## src/rtl/pio_pkg.sv

```systemverilog
package pio_pkg;
  localparam int ADDR_W    = 4;
  localparam int DATA_W    = 8;
  localparam int IRQ_W     = DATA_W - 1;
  localparam int NUM_PORTS = 2;
  // port index 0 is port B, index 1 is port A (follows offset order)
  localparam int IDX_B = 0;
  localparam int IDX_A = 1;

  localparam logic [ADDR_W-1:0] OFS_B_DATA = 4'h0;
  localparam logic [ADDR_W-1:0] OFS_A_DATA = 4'h1;
  localparam logic [ADDR_W-1:0] OFS_B_DIR  = 4'h2;
  localparam logic [ADDR_W-1:0] OFS_A_DIR  = 4'h3;
  localparam logic [ADDR_W-1:0] OFS_CTRL   = 4'hC;
  localparam logic [ADDR_W-1:0] OFS_FLAG   = 4'hD;
  localparam logic [ADDR_W-1:0] OFS_ENAB   = 4'hE;
  localparam logic [ADDR_W-1:0] OFS_A_ALT  = 4'hF;

  localparam logic [DATA_W-1:0] DATA_RST = '1;
  localparam logic [DATA_W-1:0] DIR_RST  = '0;

  typedef logic [DATA_W-1:0] byte_t;

  typedef struct packed {
    logic [NUM_PORTS-1:0] data_we;
    logic [NUM_PORTS-1:0] dir_we;
    logic                 ctrl_we;
    logic                 flag_we;
    logic                 enab_we;
  } wr_sel_t;
endpackage

```

## src/rtl/pio_port_reg.sv

```systemverilog
module pio_port_reg #(
  parameter int W = 8,
  parameter logic [W-1:0] DATA_INIT = '1,
  parameter logic [W-1:0] DIR_INIT  = '0
) (
  input  logic         clk,
  input  logic         rst_n,
  input  logic         data_we,
  input  logic         dir_we,
  input  logic [W-1:0] wdata,
  output logic [W-1:0] data_q,
  output logic [W-1:0] dir_q,
  output logic [W-1:0] pin_out,
  output logic [W-1:0] pin_oe
);
  always_ff @(posedge clk or negedge rst_n) begin
    if (!rst_n) begin
      data_q <= DATA_INIT;
      dir_q  <= DIR_INIT;
    end else begin
      if (data_we) data_q <= wdata;
      if (dir_we)  dir_q  <= wdata;
    end
  end

  // pads: driven where direction bit is 1, released where it is 0
  assign pin_out = data_q;
  assign pin_oe  = dir_q;
endmodule

```

## src/rtl/pio_irq_ctrl.sv

```systemverilog
module pio_irq_ctrl #(
  parameter int N = 7
) (
  input  logic         clk,
  input  logic         rst_n,
  input  logic         flag_we,
  input  logic         enab_we,
  input  logic [N:0]   wdata,
  input  logic [N-1:0] set_pulse,
  output logic [N-1:0] flag_q,
  output logic [N-1:0] enab_q,
  output logic         pending
);
  logic [N-1:0] flag_d;
  logic [N-1:0] enab_d;
  logic         set_mode;

  assign set_mode = wdata[N];

  always_comb begin
    for (int i = 0; i < N; i++) begin
      // a source pulse overrides a same-cycle clear
      if (set_pulse[i])
        flag_d[i] = 1'b1;
      else if (flag_we && wdata[i])
        flag_d[i] = 1'b0;
      else
        flag_d[i] = flag_q[i];

      if (enab_we && wdata[i])
        enab_d[i] = set_mode;
      else
        enab_d[i] = enab_q[i];
    end
  end

  always_ff @(posedge clk or negedge rst_n) begin
    if (!rst_n) begin
      flag_q <= '0;
      enab_q <= '0;
    end else begin
      flag_q <= flag_d;
      enab_q <= enab_d;
    end
  end

  assign pending = |(flag_q & enab_q);
endmodule

```

## src/rtl/pio_bus_dec.sv

```systemverilog
module pio_bus_dec
  import pio_pkg::*;
(
  input  logic [ADDR_W-1:0]                 addr,
  input  logic                              wr,
  input  logic                              rd,
  input  logic [NUM_PORTS-1:0][DATA_W-1:0]  port_data,
  input  logic [NUM_PORTS-1:0][DATA_W-1:0]  port_dir,
  input  logic [DATA_W-1:0]                 ctrl,
  input  logic [IRQ_W-1:0]                  flags,
  input  logic [IRQ_W-1:0]                  enables,
  input  logic                              pending,
  output wr_sel_t                           sel,
  output logic [DATA_W-1:0]                 rdata
);
  always_comb begin
    sel = '0;
    if (wr) begin
      unique case (addr)
        OFS_B_DATA: sel.data_we[IDX_B] = 1'b1;
        OFS_A_DATA,
        OFS_A_ALT:  sel.data_we[IDX_A] = 1'b1;
        OFS_B_DIR:  sel.dir_we[IDX_B]  = 1'b1;
        OFS_A_DIR:  sel.dir_we[IDX_A]  = 1'b1;
        OFS_CTRL:   sel.ctrl_we        = 1'b1;
        OFS_FLAG:   sel.flag_we        = 1'b1;
        OFS_ENAB:   sel.enab_we        = 1'b1;
        default:    sel                = '0;
      endcase
    end
  end

  always_comb begin
    rdata = '0;
    if (rd) begin
      unique case (addr)
        OFS_B_DATA: rdata = port_data[IDX_B];
        OFS_A_DATA: rdata = port_data[IDX_A];
        OFS_B_DIR:  rdata = port_dir[IDX_B];
        OFS_A_DIR:  rdata = port_dir[IDX_A];
        OFS_CTRL:   rdata = ctrl;
        OFS_FLAG:   rdata = {pending, flags};
        OFS_ENAB:   rdata = {1'b1, enables};
        default:    rdata = '0;
      endcase
    end
  end
endmodule

```

## src/rtl/pio_ctrl.sv

```systemverilog
module pio_ctrl
  import pio_pkg::*;
(
  input  logic                  clk,
  input  logic                  rst_n,
  input  logic [ADDR_W-1:0]     bus_addr,
  input  logic                  bus_wr,
  input  logic                  bus_rd,
  input  logic [DATA_W-1:0]     bus_wdata,
  output logic [DATA_W-1:0]     bus_rdata,
  input  logic [IRQ_W-1:0]      irq_set,
  output logic                  irq,
  output logic [DATA_W-1:0]     pa_out,
  output logic [DATA_W-1:0]     pa_oe,
  output logic [DATA_W-1:0]     pb_out,
  output logic [DATA_W-1:0]     pb_oe
);
  wr_sel_t                          sel;
  logic [NUM_PORTS-1:0][DATA_W-1:0] port_data;
  logic [NUM_PORTS-1:0][DATA_W-1:0] port_dir;
  logic [NUM_PORTS-1:0][DATA_W-1:0] port_pin;
  logic [NUM_PORTS-1:0][DATA_W-1:0] port_oe;
  logic [DATA_W-1:0]                ctrl_q;
  logic [IRQ_W-1:0]                 flag_q;
  logic [IRQ_W-1:0]                 en_q;
  logic                             pending;

  pio_bus_dec u_dec (
    .addr      (bus_addr),
    .wr        (bus_wr),
    .rd        (bus_rd),
    .port_data (port_data),
    .port_dir  (port_dir),
    .ctrl      (ctrl_q),
    .flags     (flag_q),
    .enables   (en_q),
    .pending   (pending),
    .sel       (sel),
    .rdata     (bus_rdata)
  );

  for (genvar p = 0; p < NUM_PORTS; p++) begin : g_port
    pio_port_reg #(
      .W         (DATA_W),
      .DATA_INIT (DATA_RST),
      .DIR_INIT  (DIR_RST)
    ) u_port (
      .clk     (clk),
      .rst_n   (rst_n),
      .data_we (sel.data_we[p]),
      .dir_we  (sel.dir_we[p]),
      .wdata   (bus_wdata),
      .data_q  (port_data[p]),
      .dir_q   (port_dir[p]),
      .pin_out (port_pin[p]),
      .pin_oe  (port_oe[p])
    );
  end

  always_ff @(posedge clk or negedge rst_n) begin
    if (!rst_n)          ctrl_q <= '0;
    else if (sel.ctrl_we) ctrl_q <= bus_wdata;
  end

  pio_irq_ctrl #(.N(IRQ_W)) u_irq (
    .clk       (clk),
    .rst_n     (rst_n),
    .flag_we   (sel.flag_we),
    .enab_we   (sel.enab_we),
    .wdata     (bus_wdata),
    .set_pulse (irq_set),
    .flag_q    (flag_q),
    .enab_q    (en_q),
    .pending   (pending)
  );

  assign irq    = pending;
  assign pa_out = port_pin[IDX_A];
  assign pa_oe  = port_oe[IDX_A];
  assign pb_out = port_pin[IDX_B];
  assign pb_oe  = port_oe[IDX_B];
endmodule

```

## config.mk

```make
export PLATFORM = sky130hd
export DESIGN_NAME = pio_ctrl
export DESIGN_NICKNAME = d
export VERILOG_FILES = /design/src/rtl/pio_pkg.sv /design/src/rtl/pio_port_reg.sv /design/src/rtl/pio_irq_ctrl.sv /design/src/rtl/pio_bus_dec.sv /design/src/rtl/pio_ctrl.sv
export SDC_FILE = /design/constraint.sdc
export NUM_CORES = 1
export LEC_CHECK = 0
export ABC_CLOCK_PERIOD_IN_PS = 1500
export BUFFER_PORTS_ARGS = -buffer_cell sky130_fd_sc_hd__buf_2
export CORE_MARGIN = 2
export CORE_UTILIZATION = 46
export CTS_CLUSTER_SIZE = 25
export DETAILED_ROUTE_END_ITERATION = 10
export PLACE_DENSITY = 0.81
export SYNTH_ARGS = -nofsm -noshare
export SYNTH_HDL_FRONTEND = slang
export SYNTH_HIERARCHICAL = 1
export SYNTH_SLANG_ARGS = --single-unit
```

## constraint.sdc

```tcl
create_clock -name clk -period 1.5 [get_ports clk]
set_input_delay 0.3 -clock clk [delete_from_list [all_inputs] [get_ports clk]]
set_output_delay 0.3 -clock clk [all_outputs]
set_load 0.02 [all_outputs]
```

### Word level (Yosys, flattened, before mapping)

Index checks and enable logic that the tools add are counted.

* register bits after elaboration: 54
* input bits: 23
* output and inout bits: 41
* word-level logic and storage cells: 75

* equality and inequality tests: 7
* muxes and demuxes: 24
* bitwise gates (word level): 1
* reduce and logical (&&, ||, !) cells: 24

Operator list (number)
* 8-bit one-hot mux with 7 select lines: 1
* 1-bit 2-to-1 mux: 21
* 4-bit == test, second input constant: 4
* 1-bit logical AND: 14
* 2-bit nonzero test: 7
* 4-bit by 2-bit == test with 1-bit output, second input constant: 2
* 8-bit 2-to-1 mux: 1
* 7-bit AND: 1
* 7-bit 2-to-1 mux: 1
* 7-bit OR reduction: 1
* 4-bit by 1-bit == test with 1-bit output, second input constant: 1
* 4-bit zero test: 1
* 2-bit OR reduction: 1

### Logic depth before layout (Yosys ltp)

* depth in word-level cells: 7
* depth in mapped cells: 7
* gate-level depth less buffers: 5

### By module

The synthesis kept the hierarchy.

Modules (own cells, without submodules)
* pio_port_reg: times used 2, cells each 50, area an instance 793.3 um^2, seq. area each 410.4 um^2
* pio_bus_dec: times used 1, cells each 89, area an instance 629.4 um^2, seq. area each 0.0 um^2
* pio_irq_ctrl: times used 1, cells each 46, area an instance 564.3 um^2, seq. area each 350.3 um^2
* pio_ctrl: times used 1, cells each 17, area an instance 331.6 um^2, seq. area each 200.2 um^2

### Worst setup path after synthesis

No wires, ideal clock.

* path type: reg-to-output
* start: register u_irq.flag_q[4]
* end: output port bus_rdata[7]
* arrival: 1.452 ns
* data required time: 1.200 ns
* path slack: -0.252 ns
* cell stages (with the launch flop): 6
* path buffers: 0
* cell sequence: dfrtp_1 > a222oi_1 > nand3_1 > a22oi_1 > o311a_1 > a21oi_1

* cells in the longest elaborated chain, start to end: 4

RTL lines
* start, declared: line pio_irq_ctrl.sv:10 `output logic [N-1:0] flag_q,`
* start signal, assigned: line pio_irq_ctrl.sv:42 `flag_q <= flag_d;`
* 7-bit AND: line pio_irq_ctrl.sv:47 `assign pending = |(flag_q & enab_q);`
* 7-bit OR reduction: line pio_irq_ctrl.sv:47
* via irq: line pio_ctrl.sv:12 `output logic irq,`
* 8-bit one-hot mux with 7 select lines: line pio_bus_dec.sv:36 `unique case (addr)`
* 8-bit 2-to-1 mux: line pio_bus_dec.sv:35 `if (rd) begin`
* end, declared: line pio_ctrl.sv:10 `output logic [DATA_W-1:0] bus_rdata,`

The timed path passes the listed nets, and every way through them passes these cells.

### Final worst setup path

* start: register u_irq.enab_q[4]
* end: output port bus_rdata[7]

* cells in the longest elaborated chain, start to end: 4

RTL lines
* start, declared: line pio_irq_ctrl.sv:11 `output logic [N-1:0] enab_q,`
* start signal, assigned: line pio_irq_ctrl.sv:43 `enab_q <= enab_d;`
* 7-bit AND: line pio_irq_ctrl.sv:47
* 7-bit OR reduction: line pio_irq_ctrl.sv:47
* 8-bit one-hot mux with 7 select lines: line pio_bus_dec.sv:36
* 8-bit 2-to-1 mux: line pio_bus_dec.sv:35

Every way passes these cells.

==> impl.org <==
** Critical path
- The worst setup path is launched from a flop.
- The worst setup path is of the flop to output port kind.
- STA classifies the critical path endpoint as an output port.
- At the worst endpoint, the arrival time is roughly 2000 ps.
- Of all nets on the critical path, the largest fanout is 2.
- STA puts the critical path data required time at 1200 ps.

** Yosys
- In this run the cell area of the synthesized design comes to between 0.003 and 0.004 mm2.
- Share of synthesized area occupied by flip-flops and latches :: about 44%
- Synthesis handed over a netlist of 252 instances.
- Synthesis inferred 54 register bits.
- The Yosys step of the flow raised 6 warnings.
- Counting distinct cell types in the post-synthesis netlist gives 33.
- Mean post-synth cell area :: about 12 um2
- Number of nets produced by synthesis :: 275

** Final layout
- Final Non-Filler Cells :: about 420
- Ratio of cells with drive above 1 in the final layout :: approximately 64%
- After filler insertion, the fill cell instance count of the layout stands at 520.
- Post-layout util :: 62.4%
- Area of the multi-input gates :: 0.00151 mm2
- Antenna Cells :: 0
- Total area of sequential cells :: about 0.0014 mm2
- Area growth, synth to finish :: 29.4%
- Number of nets in the layout :: between 300 and 400

** Route
- After detailed routing, the average wire length per cell comes to between 20 and 25 um.
- Detailed-route via count :: about 2400
- Using the TritonRoute via totals, the vias-per-cell ratio works out to ~5.7.
- Iteration count of the initial detailed-routing pass :: 5
- The first routing iteration left 178 violations.
- Final wirelength :: around 8500 um
- Number of remaining DRC errors :: 0
- Once detail routing completed, the nets flagged for antenna violations numbered 0.

** Power and ir drop
- Internal power summed over all cells :: between 3 and 4 mW
- Per report_power, the sequential group accounts for between 40% and 50% of the total.
- Power per cell area :: about 1200 mW/mm2
- Switching power as a share of total power :: about a third
- The share of total power dissipated in combinational logic is between 30% and 40%.
- The clock network burns around a fifth of the power.
- IR Drop Worst-Case VDD :: 672 uV
- Switching Power :: 1.50 mW
- Static leakage power :: 1.80 nW

** Die
- In this run the count of I/O pins placed on the die edge is 64.
- From left edge to right edge, the die measures between 80 and 90 um.
- Die height :: ~86 um
- Die outline area :: roughly 0.0074 mm2
- Row count :: 29
- Effective utilization at floorplan :: about half
- Placeable Area :: between 0.006 and 0.007 mm2

** CTS
- TritonCTS built the clock tree.
- Counting the buffers created by CTS gives 5.
- The clock passes through at most 2 buffers.
- After clock tree synthesis, the clock-pin slew on the worst setup and hold paths is approximately 100 ps.
- Cell at the root of the clock tree :: clkbuf_8
- The tree built by TritonCTS fans out to 54 sinks.
- Worst-skew pair later-pin latency :: 310 ps
- The H-tree generated during clock tree synthesis spans 2 levels.

** Place
- Counting tap cells, the placed design contains a total of 404 instances.
- Worst-case setup slack after placement :: -404 ps
- Half-perimeter wire length after placement :: 6120 um
- Number of buffers inserted by port buffering :: 63
- Routability cong. :: between 0.9 and 1

** Outcome
- The final reports fail on negative setup slack.
- The flow ran to the end, but the final reports show violations.

** Timing
- Total negative slack :: -4040 ps
- Transition time at the pin with the least slew margin :: about 520 ps
- Period minus WS final :: 2340 ps
- Final WS setup :: -842 ps
- The final number of max-transition violations is 0.
- Number of hold violations in the final report :: 0
- Max-slew headroom at the worst pin :: approximately 65%
- Clock skew after layout :: 0 ps
- Maximum achievable frequency :: 0.427 GHz
- Setup violations remaining at the end of the flow were counted as 9.
- Post-route fraction of the period consumed by the critical path :: 156%
- Setup repair after global routing could not meet its margin everywhere.

** Global routing
- For this run, global-route usage on met2 was measured as around two fifths.
- The number of antenna violations at the first check in global routing is 0.
- Across every metal layer, demand over resource in global routing totals between 20% and 30%.
- For met1 alone, demand over resource in global routing was 30.3%.
- Global routing used between 4 and 5% of the available met3 tracks.
- The number of global-route vias before repair is 2427.
- The first global-routing pass estimated around 13000 um of wire.
- met2 is the most crowded layer.
- Maximum number of pins on one net before global-route repair :: 55
- Global-route congestion overflow total :: 0

** Min path
- The path class of the tightest hold or removal check is input pin to flop.

** Run
- Max-cap violations :: 0
[power by group through the flow]
stage	Clock (mW)	Sequential, mW	Combinational [mW]
finish	0.977	2.07	1.66
global route	1.05	2.10	1.76
CTS	0.992	2.06	1.63
detailed placement	0	2.08	1.58
global placement	0	2.06	1.55
floorplan	0	2.02	1.21
[what timing repair did]
action | in CTS | in global routing
hold buffers | 1 | 0
buffers inserted | 4 | 0
pin swaps | 15 | 12
endpoints found under the setup margin | 16 | 30
resized for setup | 19 | 19
hold endpoints to repair | 38 | 0
[registers in the layout, indices dropped and copies added (netlist names)]
signal                count
g_port.u_port/data_q     16
ctrl_q                    8
u_irq/flag_q              7
g_port.u_port/dir_q      16
u_irq/enab_q              7
[cell usage after synthesis (all sizes together)]
library cell  number  area (um2)
mux2              48         691
buf               44         355
dfrtp             38         951
nand2             17        63.8
dfstp             16         420
a22oi             13        97.6
a21o              11        82.6
a22o              11        96.3
nand3              9        45.0
or2                7        43.8
a21oi              6        30.0
a222oi             5        50.1
and2               4        27.5
and3               4        25.0
a31oi              3        18.8
nor2               3        13.8
clkbuf             2        7.51
nor2b              2        12.5
and3b              1        8.76
inv                1        3.75
nand3b             1        7.51
nor3               1        10.0
nor3b              1        12.5
nor4               1        12.5
o21ai              1        8.76
o311a              1        10.0
or3                1        6.26
[cell type report]
| cell class | instances | share of cell area (%) |
|---|---|---|
| Timing Repair Buffer | 125 | 23.2 |
| Clock buffer | 5 | 1.71 |
| Sequential cell | 54 | 34.0 |
| Inverter | 1 | 0.0932 |
| Multi-Input combinational cell | 151 | 37.6 |
| Tap cell | 77 | 2.39 |
| Clock inverter | 3 | 0.994 |
[worst max-delay path, cell delays in order (launching register included)]
cell and delay, ps:
dfrtp_1 390, a222oi_1 500, nand3_1 250, a22oi_2 190
o311a_1 180, a21oi_2 60, buf_2 150
[cells in the final DEF (no fill, tap or decap), types with 2 or more instances in the layout]
cell type | synthesis | routed
nand3_1 | 9 | 9
a21o_1 | 11 | 11
buf_6 | 8 | 13
mux2_4 | 40 | 40
a21oi_2 | 0 | 6
mux2_1 | 7 | 7
and2_4 | 1 | 2
dfstp_2 | 16 | 16
a22oi_2 | 0 | 6
clkinv_2 | 0 | 2
and3_1 | 4 | 3
a222oi_1 | 5 | 5
nor2_1 | 2 | 2
buf_12 | 0 | 6
a22oi_1 | 13 | 7
a31oi_4 | 0 | 3
a22o_1 | 11 | 11
or2_1 | 0 | 3
or2_0 | 7 | 4
buf_2 | 2 | 52
dfrtp_1 | 38 | 38
nand2_1 | 17 | 17
buf_4 | 34 | 52
clkbuf_8 | 0 | 5
[through the flow]
stage / power [mW] / hold WS [ps] / cell area [um2]
finish: 4.70 / 154 / 4030
global route: 4.91 / 159 / 4030
global placement: 3.60 / 312 / 3760
detailed placement: 3.67 / 318 / 3760
CTS: 4.68 / 155 / 3960
floorplan: 3.23 / 4.41 / 3210
[logic make-up after synthesis]
| logic type | after synthesis | synth area share [%] |
|---|---|---|
| AO/OA/AOI/OAI | 51 | 12.7 |
| flip-flops | 54 | 44.1 |
| multiplexers | 48 | 22.2 |
| AND/OR/NAND/NOR | 52 | 9.29 |
| buffers and inverters | 47 | 11.8 |
[worst paths after layout]
kind	end	cells after the start	slack (ps)	startpoint
setup / recovery	bus_rdata[7]	6	-840	u_irq/enab_q[4]
hold / removal	u_irq/flag_q[6]	2	150	irq_set[6]
setup reg to reg	u_irq/enab_q[4]	2	550	u_irq/enab_q[4]
hold reg to reg	ctrl_q[7]	1	530	ctrl_q[7]
max in group asynchronous	g_port[0].u_port/data_q[5]	3	690	rst_n
min in group asynchronous	u_irq/enab_q[6]	3	490	rst_n
[per-layer routing]
layer	vias up	share of wire (%)	wire, um
li1	1056	-	-
met1	1188	41	3520
met2	107	50	4270
met3	16	6.4	540
met4	0	1.8	150
met5	-	0	0
No activity file was read; power rests on OpenSTA's default activity.
